[src/rtl/pfx_pkg.sv]
package pfx_pkg;
   // register select codes
   localparam logic [1:0] RS_A = 2'd0;
   localparam logic [1:0] RS_X = 2'd1;
   localparam logic [1:0] RS_Y = 2'd2;
   localparam logic [1:0] RS_S = 2'd3;

   // addressing mode codes
   localparam logic [3:0] AM_ZP    = 4'd2;
   localparam logic [3:0] AM_ZPX   = 4'd3;
   localparam logic [3:0] AM_ZPY   = 4'd4;
   localparam logic [3:0] AM_ABS   = 4'd5;
   localparam logic [3:0] AM_ABSX  = 4'd6;
   localparam logic [3:0] AM_ABSY  = 4'd7;
   localparam logic [3:0] AM_ZPI   = 4'd8;
   localparam logic [3:0] AM_ZPXI  = 4'd9;
   localparam logic [3:0] AM_ZPIY  = 4'd10;
   localparam logic [3:0] AM_ABSI  = 4'd11;
   localparam logic [3:0] AM_ABSXI = 4'd12;
   localparam logic [3:0] AM_ABSIY = 4'd13;

   localparam int RS_W = 2;
   localparam int AM_W = 4;

   typedef struct packed {
      logic ind;
      logic oax;
      logic oay;
      logic osy;
   } pfx_flags_t;
endpackage

[src/rtl/pfx_decode.sv]
module pfx_decode
   import pfx_pkg::*;
#(
   parameter int               OPC_W = 8,
   parameter logic [OPC_W-1:0] P_IND = 'h9B,
   parameter logic [OPC_W-1:0] P_OAX = 'hFB,
   parameter logic [OPC_W-1:0] P_OAY = 'hEB,
   parameter logic [OPC_W-1:0] P_OSY = 'h8B
) (
   input  logic             op_valid_i,
   input  logic [OPC_W-1:0] opcode_i,
   output pfx_flags_t       hit_o,
   output logic             is_prefix_o
);
   localparam int NPFX = 4;
   // ordered to match the flag struct, most significant first
   localparam logic [NPFX*OPC_W-1:0] CODE_VEC = {P_IND, P_OAX, P_OAY, P_OSY};

   logic [NPFX-1:0] hit_v;

   for (genvar k = 0; k < NPFX; k++) begin : g_cmp
      assign hit_v[k] = op_valid_i && (opcode_i == CODE_VEC[k*OPC_W +: OPC_W]);
   end

   assign hit_o       = pfx_flags_t'(hit_v);
   assign is_prefix_o = |hit_v;
endmodule

[src/rtl/pfx_state.sv]
module pfx_state
   import pfx_pkg::*;
(
   input  logic       clk,
   input  logic       rst_n,
   input  pfx_flags_t hit_i,
   input  logic       done_i,
   output pfx_flags_t cur_o
);
   pfx_flags_t cur_q, nxt;

   always_comb begin
      // retire first, then merge the newly fetched prefix
      nxt = done_i ? '0 : cur_q;
      if (hit_i.ind) nxt.ind = 1'b1;
      if (hit_i.oax) begin
         nxt.oax = 1'b1;
         nxt.oay = 1'b0;
      end
      if (hit_i.oay) begin
         nxt.oay = 1'b1;
         nxt.oax = 1'b0;
         nxt.osy = 1'b0;
      end
      if (hit_i.osy) begin
         nxt.osy = 1'b1;
         nxt.oay = 1'b0;
      end
   end

   always_ff @(posedge clk or negedge rst_n) begin
      if (!rst_n) cur_q <= '0;
      else        cur_q <= nxt;
   end

   assign cur_o = cur_q;
endmodule

[src/rtl/pfx_regmap.sv]
module pfx_regmap
   import pfx_pkg::*;
(
   input  pfx_flags_t       flags_i,
   input  logic             y_op_i,
   input  logic [RS_W-1:0]  src_i,
   input  logic [RS_W-1:0]  dst_i,
   input  logic [RS_W-1:0]  idx_i,
   output logic [RS_W-1:0]  src_o,
   output logic [RS_W-1:0]  dst_o,
   output logic [RS_W-1:0]  idx_o
);
   localparam int NSEL = 3;   // 0 src, 1 dst, 2 idx

   function automatic logic [RS_W-1:0] xchg(input logic [RS_W-1:0] c,
                                            input logic [RS_W-1:0] other);
      if (c == RS_A)       return other;
      else if (c == other) return RS_A;
      else                 return c;
   endfunction

   logic [RS_W-1:0] in_a  [NSEL];
   logic [RS_W-1:0] out_a [NSEL];

   assign in_a[0] = src_i;
   assign in_a[1] = dst_i;
   assign in_a[2] = idx_i;

   for (genvar g = 0; g < NSEL; g++) begin : g_sel
      // the stack pointer never takes over index duty
      localparam bit STACK_OK = (g != 2);
      logic [RS_W-1:0] stk;
      always_comb begin
         stk = in_a[g];
         if (STACK_OK && flags_i.osy && y_op_i && stk == RS_Y) stk = RS_S;
         if (flags_i.oax)      out_a[g] = xchg(stk, RS_X);
         else if (flags_i.oay) out_a[g] = xchg(stk, RS_Y);
         else                  out_a[g] = stk;
      end
   end

   assign src_o = out_a[0];
   assign dst_o = out_a[1];
   assign idx_o = out_a[2];
endmodule

[src/rtl/pfx_amode.sv]
module pfx_amode
   import pfx_pkg::*;
(
   input  logic            ind_i,
   input  logic            has_zpi_i,
   input  logic [AM_W-1:0] mode_i,
   output logic [AM_W-1:0] mode_o
);
   always_comb begin
      mode_o = mode_i;
      if (ind_i && !has_zpi_i) begin
         case (mode_i)
            AM_ZP:   mode_o = AM_ZPI;
            AM_ZPX:  mode_o = AM_ZPXI;
            AM_ZPY:  mode_o = AM_ZPIY;
            AM_ABS:  mode_o = AM_ABSI;
            AM_ABSX: mode_o = AM_ABSXI;
            AM_ABSY: mode_o = AM_ABSIY;
            default: mode_o = mode_i;
         endcase
      end
   end
endmodule

[src/rtl/pfx_latch_remap.sv]
module pfx_latch_remap
   import pfx_pkg::*;
#(
   parameter int               OPC_W         = 8,
   parameter logic [OPC_W-1:0] P_IND         = 'h9B,
   parameter logic [OPC_W-1:0] P_OAX         = 'hFB,
   parameter logic [OPC_W-1:0] P_OAY         = 'hEB,
   parameter logic [OPC_W-1:0] P_OSY         = 'h8B,
   parameter bit               EARLY_INHIBIT = 1'b1
) (
   input  logic             clk,
   input  logic             rst_n,
   input  logic             op_valid_i,
   input  logic [OPC_W-1:0] opcode_i,
   input  logic             instr_done_i,
   input  logic             irq_i,
   input  logic [1:0]       base_src_i,
   input  logic [1:0]       base_dst_i,
   input  logic [1:0]       base_idx_i,
   input  logic [3:0]       base_amode_i,
   input  logic             y_op_i,
   input  logic             has_zpi_i,
   output logic             is_prefix_o,
   output logic             pf_ind_o,
   output logic             pf_oax_o,
   output logic             pf_oay_o,
   output logic             pf_osy_o,
   output logic [1:0]       src_sel_o,
   output logic [1:0]       dst_sel_o,
   output logic [1:0]       idx_sel_o,
   output logic [3:0]       amode_o,
   output logic             irq_inhibit_o,
   output logic             irq_take_o
);
   if (OPC_W < 2) begin : g_bad_width
      $error("opcode width too small");
   end
   if (P_IND == P_OAX || P_IND == P_OAY || P_IND == P_OSY ||
       P_OAX == P_OAY || P_OAX == P_OSY || P_OAY == P_OSY) begin : g_bad_codes
      $error("prefix codes must be distinct");
   end

   pfx_flags_t hit, cur;
   logic       fetch_pfx;

   pfx_decode #(
      .OPC_W(OPC_W), .P_IND(P_IND), .P_OAX(P_OAX), .P_OAY(P_OAY), .P_OSY(P_OSY)
   ) dec_i (
      .op_valid_i (op_valid_i),
      .opcode_i   (opcode_i),
      .hit_o      (hit),
      .is_prefix_o(fetch_pfx)
   );

   pfx_state st_i (
      .clk   (clk),
      .rst_n (rst_n),
      .hit_i (hit),
      .done_i(instr_done_i),
      .cur_o (cur)
   );

   pfx_regmap rm_i (
      .flags_i(cur),
      .y_op_i (y_op_i),
      .src_i  (base_src_i),
      .dst_i  (base_dst_i),
      .idx_i  (base_idx_i),
      .src_o  (src_sel_o),
      .dst_o  (dst_sel_o),
      .idx_o  (idx_sel_o)
   );

   pfx_amode am_i (
      .ind_i    (cur.ind),
      .has_zpi_i(has_zpi_i),
      .mode_i   (base_amode_i),
      .mode_o   (amode_o)
   );

   logic pending;
   assign pending = |cur;

   if (EARLY_INHIBIT) begin : g_early
      assign irq_inhibit_o = pending || fetch_pfx;
   end else begin : g_late
      assign irq_inhibit_o = pending;
   end

   assign irq_take_o  = irq_i && !irq_inhibit_o;
   assign is_prefix_o = fetch_pfx;
   assign pf_ind_o    = cur.ind;
   assign pf_oax_o    = cur.oax;
   assign pf_oay_o    = cur.oay;
   assign pf_osy_o    = cur.osy;
endmodule

[config.mk]
export PLATFORM = sky130hd
export DESIGN_NAME = pfx_latch_remap
export DESIGN_NICKNAME = d
export VERILOG_FILES = /design/src/rtl/pfx_pkg.sv /design/src/rtl/pfx_decode.sv /design/src/rtl/pfx_state.sv /design/src/rtl/pfx_regmap.sv /design/src/rtl/pfx_amode.sv /design/src/rtl/pfx_latch_remap.sv
export SDC_FILE = /design/constraint.sdc
export NUM_CORES = 1
export LEC_CHECK = 0
export ABC_AREA = 1
export CAP_MARGIN = 20
export CORE_MARGIN = 3
export CORE_UTILIZATION = 25
export CTS_BUF_LIST = sky130_fd_sc_hd__clkbuf_8
export CTS_CLUSTER_DIAMETER = 60
export DETAILED_ROUTE_END_ITERATION = 12
export MAX_ROUTING_LAYER = met4
export PLACE_DENSITY_LB_ADDON = 0.05
export SLEW_MARGIN = 30
export SYNTH_ARGS = -nofsm -noshare
export SYNTH_HDL_FRONTEND = slang
export SYNTH_SLANG_ARGS = --single-unit
[constraint.sdc]
create_clock -name clk -period 1.3 [get_ports clk]
set_clock_uncertainty 0.05 [all_clocks]
set_input_delay 0.26 -clock clk [delete_from_list [all_inputs] [get_ports clk]]
set_output_delay 0.26 -clock clk [all_outputs]
set_load 0.05 [all_outputs]
# Yosys cells after proc, flatten, opt, wreduce, memory -nomap -nowiden
# Cells that the tools add are included.
[word_totals]
reg_bits = 4
in_bits = 25
out_inout_bits = 17
wordCells = 70
[op_classes]
n_eq_ne = 18
n_mux = 27
reduce_logical = 21
[ops]
columns = ["cell", "count"]
rows = [
  ["$mux W2", 22],
  ["$eq A8 B8 Y1 const B", 4],
  ["$pmux W4 S6", 1],
  ["$eq A4 B3 Y1 const B", 4],
  ["$eq A2 B2 Y1 const B", 5],
  ["$logic_and A1 B1 Y1", 9],
  ["$eq A4 B2 Y1 const B", 2],
  ["$mux W4", 2],
  ["$reduce_or A4 Y1", 2],
  ["$eq A2 B1 Y1 const B", 3],
  ["$logic_not A2 Y1", 3],
  ["$reduce_bool A3 Y1", 2],
  ["$reduce_bool A4 Y1", 1],
  ["$mux W3", 1],
  ["$logic_not A1 Y1", 2],
  ["$reduce_bool A2 Y1", 1],
  ["$logic_or A1 B1 Y1", 1],
  ["$mux W1", 1],
]

# Logic depth before layout (Yosys ltp)
[logic_depth]
word_depth = 8
depth_mapped = 7
ltp_nobuf = 7

# Hierarchy
# A second synthesis with hierarchy kept.
[hier_totals]
cells_unflattened = 100
area_unflattened_um2 = 546.8
[modules_own_cells]
columns = ["module", "n_inst", "cells_each", "area_each_um2", "seq_area_each_um2"]
rows = [
  ["pfx_regmap", 1, 35, 163.9, 0.0],
  ["pfx_state", 1, 16, 152.6, 100.1],
  ["pfx_decode", 1, 27, 128.9, 0.0],
  ["pfx_amode", 1, 16, 70.1, 0.0],
  ["pfx_latch_remap", 1, 6, 31.3, 0.0],
]

# Worst setup path before layout
# Ideal clock, no wire load.
[synth_path]
path_type = "reg2out"
startpoint = "reg st_i.cur_q, in the netlist st_i.cur_o[2]"
endpoint = "out irq_take_o"
arrival_ns = 2.179
t_required_ns = 0.990
slack_ns = -1.189
path_stages_with_launch = 6
path_buffers = 0
cell_sequence = "dfrtp_1 inv_2 nand2_1 nor3_2 nand3_1 nor2_1"
[synth_between]
elab_chain_cells = 4
[synth_lines]
columns = ["item", "line_no", "rtl"]
rows = [
  ["start: declaration", "pfx_state.sv:10", "pfx_flags_t cur_q, nxt;"],
  ["start signal: assignment", "pfx_state.sv:33", "else cur_q <= nxt;"],
  ["$reduce_or A4 Y1", "pfx_latch_remap.sv:82", "assign pending = |cur;"],
  ["$logic_or A1 B1 Y1", "pfx_latch_remap.sv:85", "assign irq_inhibit_o = pending || fetch_pfx;"],
  ["via irq_inhibit_o", "pfx_latch_remap.sv:32", "output logic irq_inhibit_o,"],
  ["$logic_not A1 Y1", "pfx_latch_remap.sv:90", "assign irq_take_o = irq_i && !irq_inhibit_o;"],
  ["$logic_and A1 B1 Y1", "pfx_latch_remap.sv:90", ""],
  ["end: declaration", "pfx_latch_remap.sv:33", "output logic irq_take_o"],
]
# The timed path passes the listed nets, and every way through them passes these cells.

# Worst setup path after layout
[layout_path]
startpoint = "reg st_i.cur_q, in the netlist st_i.cur_o[3]"
endpoint = "out amode_o[1]"
[layout_between]
elab_chain_cells = 2
[layout_lines]
columns = ["item", "line_no", "rtl"]
rows = [
  ["$logic_and A1 B1 Y1", "pfx_amode.sv:11", "if (ind_i && !has_zpi_i) begin"],
  ["$mux W4", "pfx_amode.sv:11", ""],
  ["end: declaration", "pfx_latch_remap.sv:31", "output logic [3:0] amode_o,"],
]
# No other way between the ends.

==> flow_metrics.tcl <==
set metrics [dict create \
    status "finished with violations" \
    violations "setup timing" \
    die_h_um 49.27 \
    cp_max_fo 3 \
    relSlewSlack_pct 85.58 \
    worstRegToRegCells 6 \
    reg2reg_from "st_i.cur_o[1]$_DFFE_PN0P_" \
    fin_crit_sh_pct 125.6 \
    area_growth_pct 233.2 \
    insertion_delay_ps 210 \
    core.rowCount 15 \
    drt_iter0_markers 6 \
    vias_per_cell 4.832 \
    final_cell_mix "buf_4 (19), buf_12 (16), buf_6 (12), nand2_1 (10), nand2_2 (9)" \
    power_frac_seq_pct 16.4 \
    setup_ws_ps -332.5 \
    initial_core_util_pct 26.81 \
    worstMarginPinSlew_ps 216.3 \
    total_power_uw 775.5 \
    reg2reg_to "st_i.cur_o[1]$_DFFE_PN0P_" \
    yosys.cell_types.count 18 \
    largest_register_ffs 4 \
    clock.fmax_mhz 612.6 \
    placed_cells 158 \
    netlist_area_um2 467.9 \
    worst-endpoint-required_ps 990 \
    cp-start-kind "register" \
    grtUsageTotal_pct 22.50 \
    postPlaceCellArea_um2 1284 \
    n_fill_cell 77 \
    power.leakage_nw 0.7553 \
    synth_area_leaders "dfrtp_1 (21%), nand2_1 (19%), inv_1 (9.6%)" \
    grt_pass1_wl_um 3967 \
    crit_type "register to output port" \
    hold_buffers 0 \
    layout_commonest_cell "buf_4" \
    synth_top_area_cell "dfrtp_1" \
    wire_per_inst_um 15.68 \
    dr_total_vias 836 \
    drt-total-wl_um 2713 \
    p_per_area_nw_per_um2 497.5 \
    grt_pass1_vias 872 \
    swShare_pct 34.31 \
    critPathArrivalTime_ps 1320 \
    instances_no_fill 173 \
    hold_viol_final 0 \
    gr-total-overflow 0 \
    cts_tree "built" \
    regToRegSetupSlack_ps 240 \
    clkPwrFrac_pct 33.4 \
    timing.final.crit_period_ps 1633 \
    antenna_left 0 \
    gp_routability_congestion 0.7800 \
    drive_above_1_share_pct 71.62 \
    numCtsBuffers 3 \
    diodes 0 \
    ys_warn_count 0 \
    cts_sinks 4 \
    synth_nets 107 \
    ir_drop_mv 0.7382 \
    die_width_um 49.27 \
    rsz0062_at_grt "true" \
    syn_inst 80 \
    num-nets-final 177 \
    cts_root_buf "clkbuf_8" \
    grt_max_degree 7 \
    antenna_found_initial 0 \
    dieArea_um2 2427 \
    power.switching_uw 266.1 \
    intPower_uw 509.5 \
    cp-end-kind "output port" \
    p_comb_share_pct 50.1 \
    hold_class "primary input to async pin" \
    fp.coreArea_um2 1745 \
    place_hpwl_um 1601 \
    slew_viol_final 0 \
    drcViolationCount 0 \
    synth_top_area_share_pct 21.39 \
    ys_seq_area_share_pct 21.39 \
    h-tree-depth 1 \
    clkTransAtPathRegs_ps 30 \
    setup-violations-final 13 \
    synth_seq_cells 4 \
    syn_area_per_cell_um2 5.849 \
    ios 42 \
    maxCapViolations 0 \
    portBuffers 39 \
    dr.pass1.iters 4 \
    cts_max_path_buffers 2 \
    tns_ps -3023 \
    final_area_um2 1559 \
]
worst max-delay path, stage by stage, from the launching register on:
cell and delay (ps):
dfrtp_2 380, inv_4 50, buf_6 110, nor2_4 120
nand4_1 170, o21ai_4 120, buf_12 150
power by group through the flow:
stage                     Sequential (mW)  Clock [mW]  Combinational [mW]
after global routing                0.127       0.278               0.406
after CTS                           0.127       0.266               0.371
after global placement              0.128           0               0.337
after detailed placement            0.128           0               0.345
after floorplan                     0.131           0               0.156
final                               0.127       0.259               0.389
logic make-up after synthesis:
kind of cell               Yosys count  share of synthesized area, %
and+or+nand+nor                     45                         45.19
adders and majority gates            2                         5.347
buffers and inverters               16                         12.83
AOI/OAI and AO/OA                   13                         15.24
DFF                                  4                         21.39
worst max path at each step:
stage                                    startpoint      endpoint  slack [ps]
after floorplan           st_i.cur_o[2]$_DFFE_PN0P_    irq_take_o        -410
after global placement                base_idx_i[0]  idx_sel_o[0]        -520
after detailed placement              base_idx_i[0]  idx_sel_o[0]        -560
after CTS                 st_i.cur_o[3]$_DFFE_PN0P_    amode_o[1]        -300
after global routing      st_i.cur_o[3]$_DFFE_PN0P_    amode_o[1]        -410
final                     st_i.cur_o[3]$_DFFE_PN0P_    amode_o[1]        -330
per-stage QoR:
stage	hold slack (ps)	setup slack [ps]	util, %
5_1_grt	197.7	-410.4	89.32
2_1_floorplan	-85.59	-411.1	-
3_5_place_dp	426.0	-560.0	73.55
6_report	198.7	-332.5	89.32
3_3_place_gp	427.5	-524.6	73.55
4_1_cts	196.1	-302.5	86.24
per-layer routing:
| layer | vias up | wire length [um] | track usage (%) |
|---|---|---|---|
| li1 | 393 | - | - |
| met1 | 407 | 937 | 20.63 |
| met2 | 28 | 1615 | 44.42 |
| met3 | 8 | 81 | 3.670 |
| met4 | 0 | 78 | 9.953 |
| met5 | - | 0 | - |
final cells by class:
type                       count  area (um2)  area share, %
tap                           25       31.28          2.006
inverter                      15       61.31          3.933
sequential                     4       105.1          6.742
clock buffer                   3       41.29          2.648
timing repair buffer          66       762.0          48.88
multi-input combinational     60       558.0          35.79
synth_stat cells, drive strengths merged:
cell type / number
nand2: 24
inv: 15
nor2: 12
o21ai: 7
nand3: 5
dfrtp: 4
nor3: 3
a21oi: 2
ha: 2
o22ai: 2
a21boi: 1
a31oi: 1
clkbuf: 1
nand4: 1
repair_timing:
item	CTS	global route
resized for setup	72	20
pin swaps	23	16
setup endpoints to repair	13	15
gates cloned	0	0
setup buffers	12	2
(Power assumes the default switching activity.)
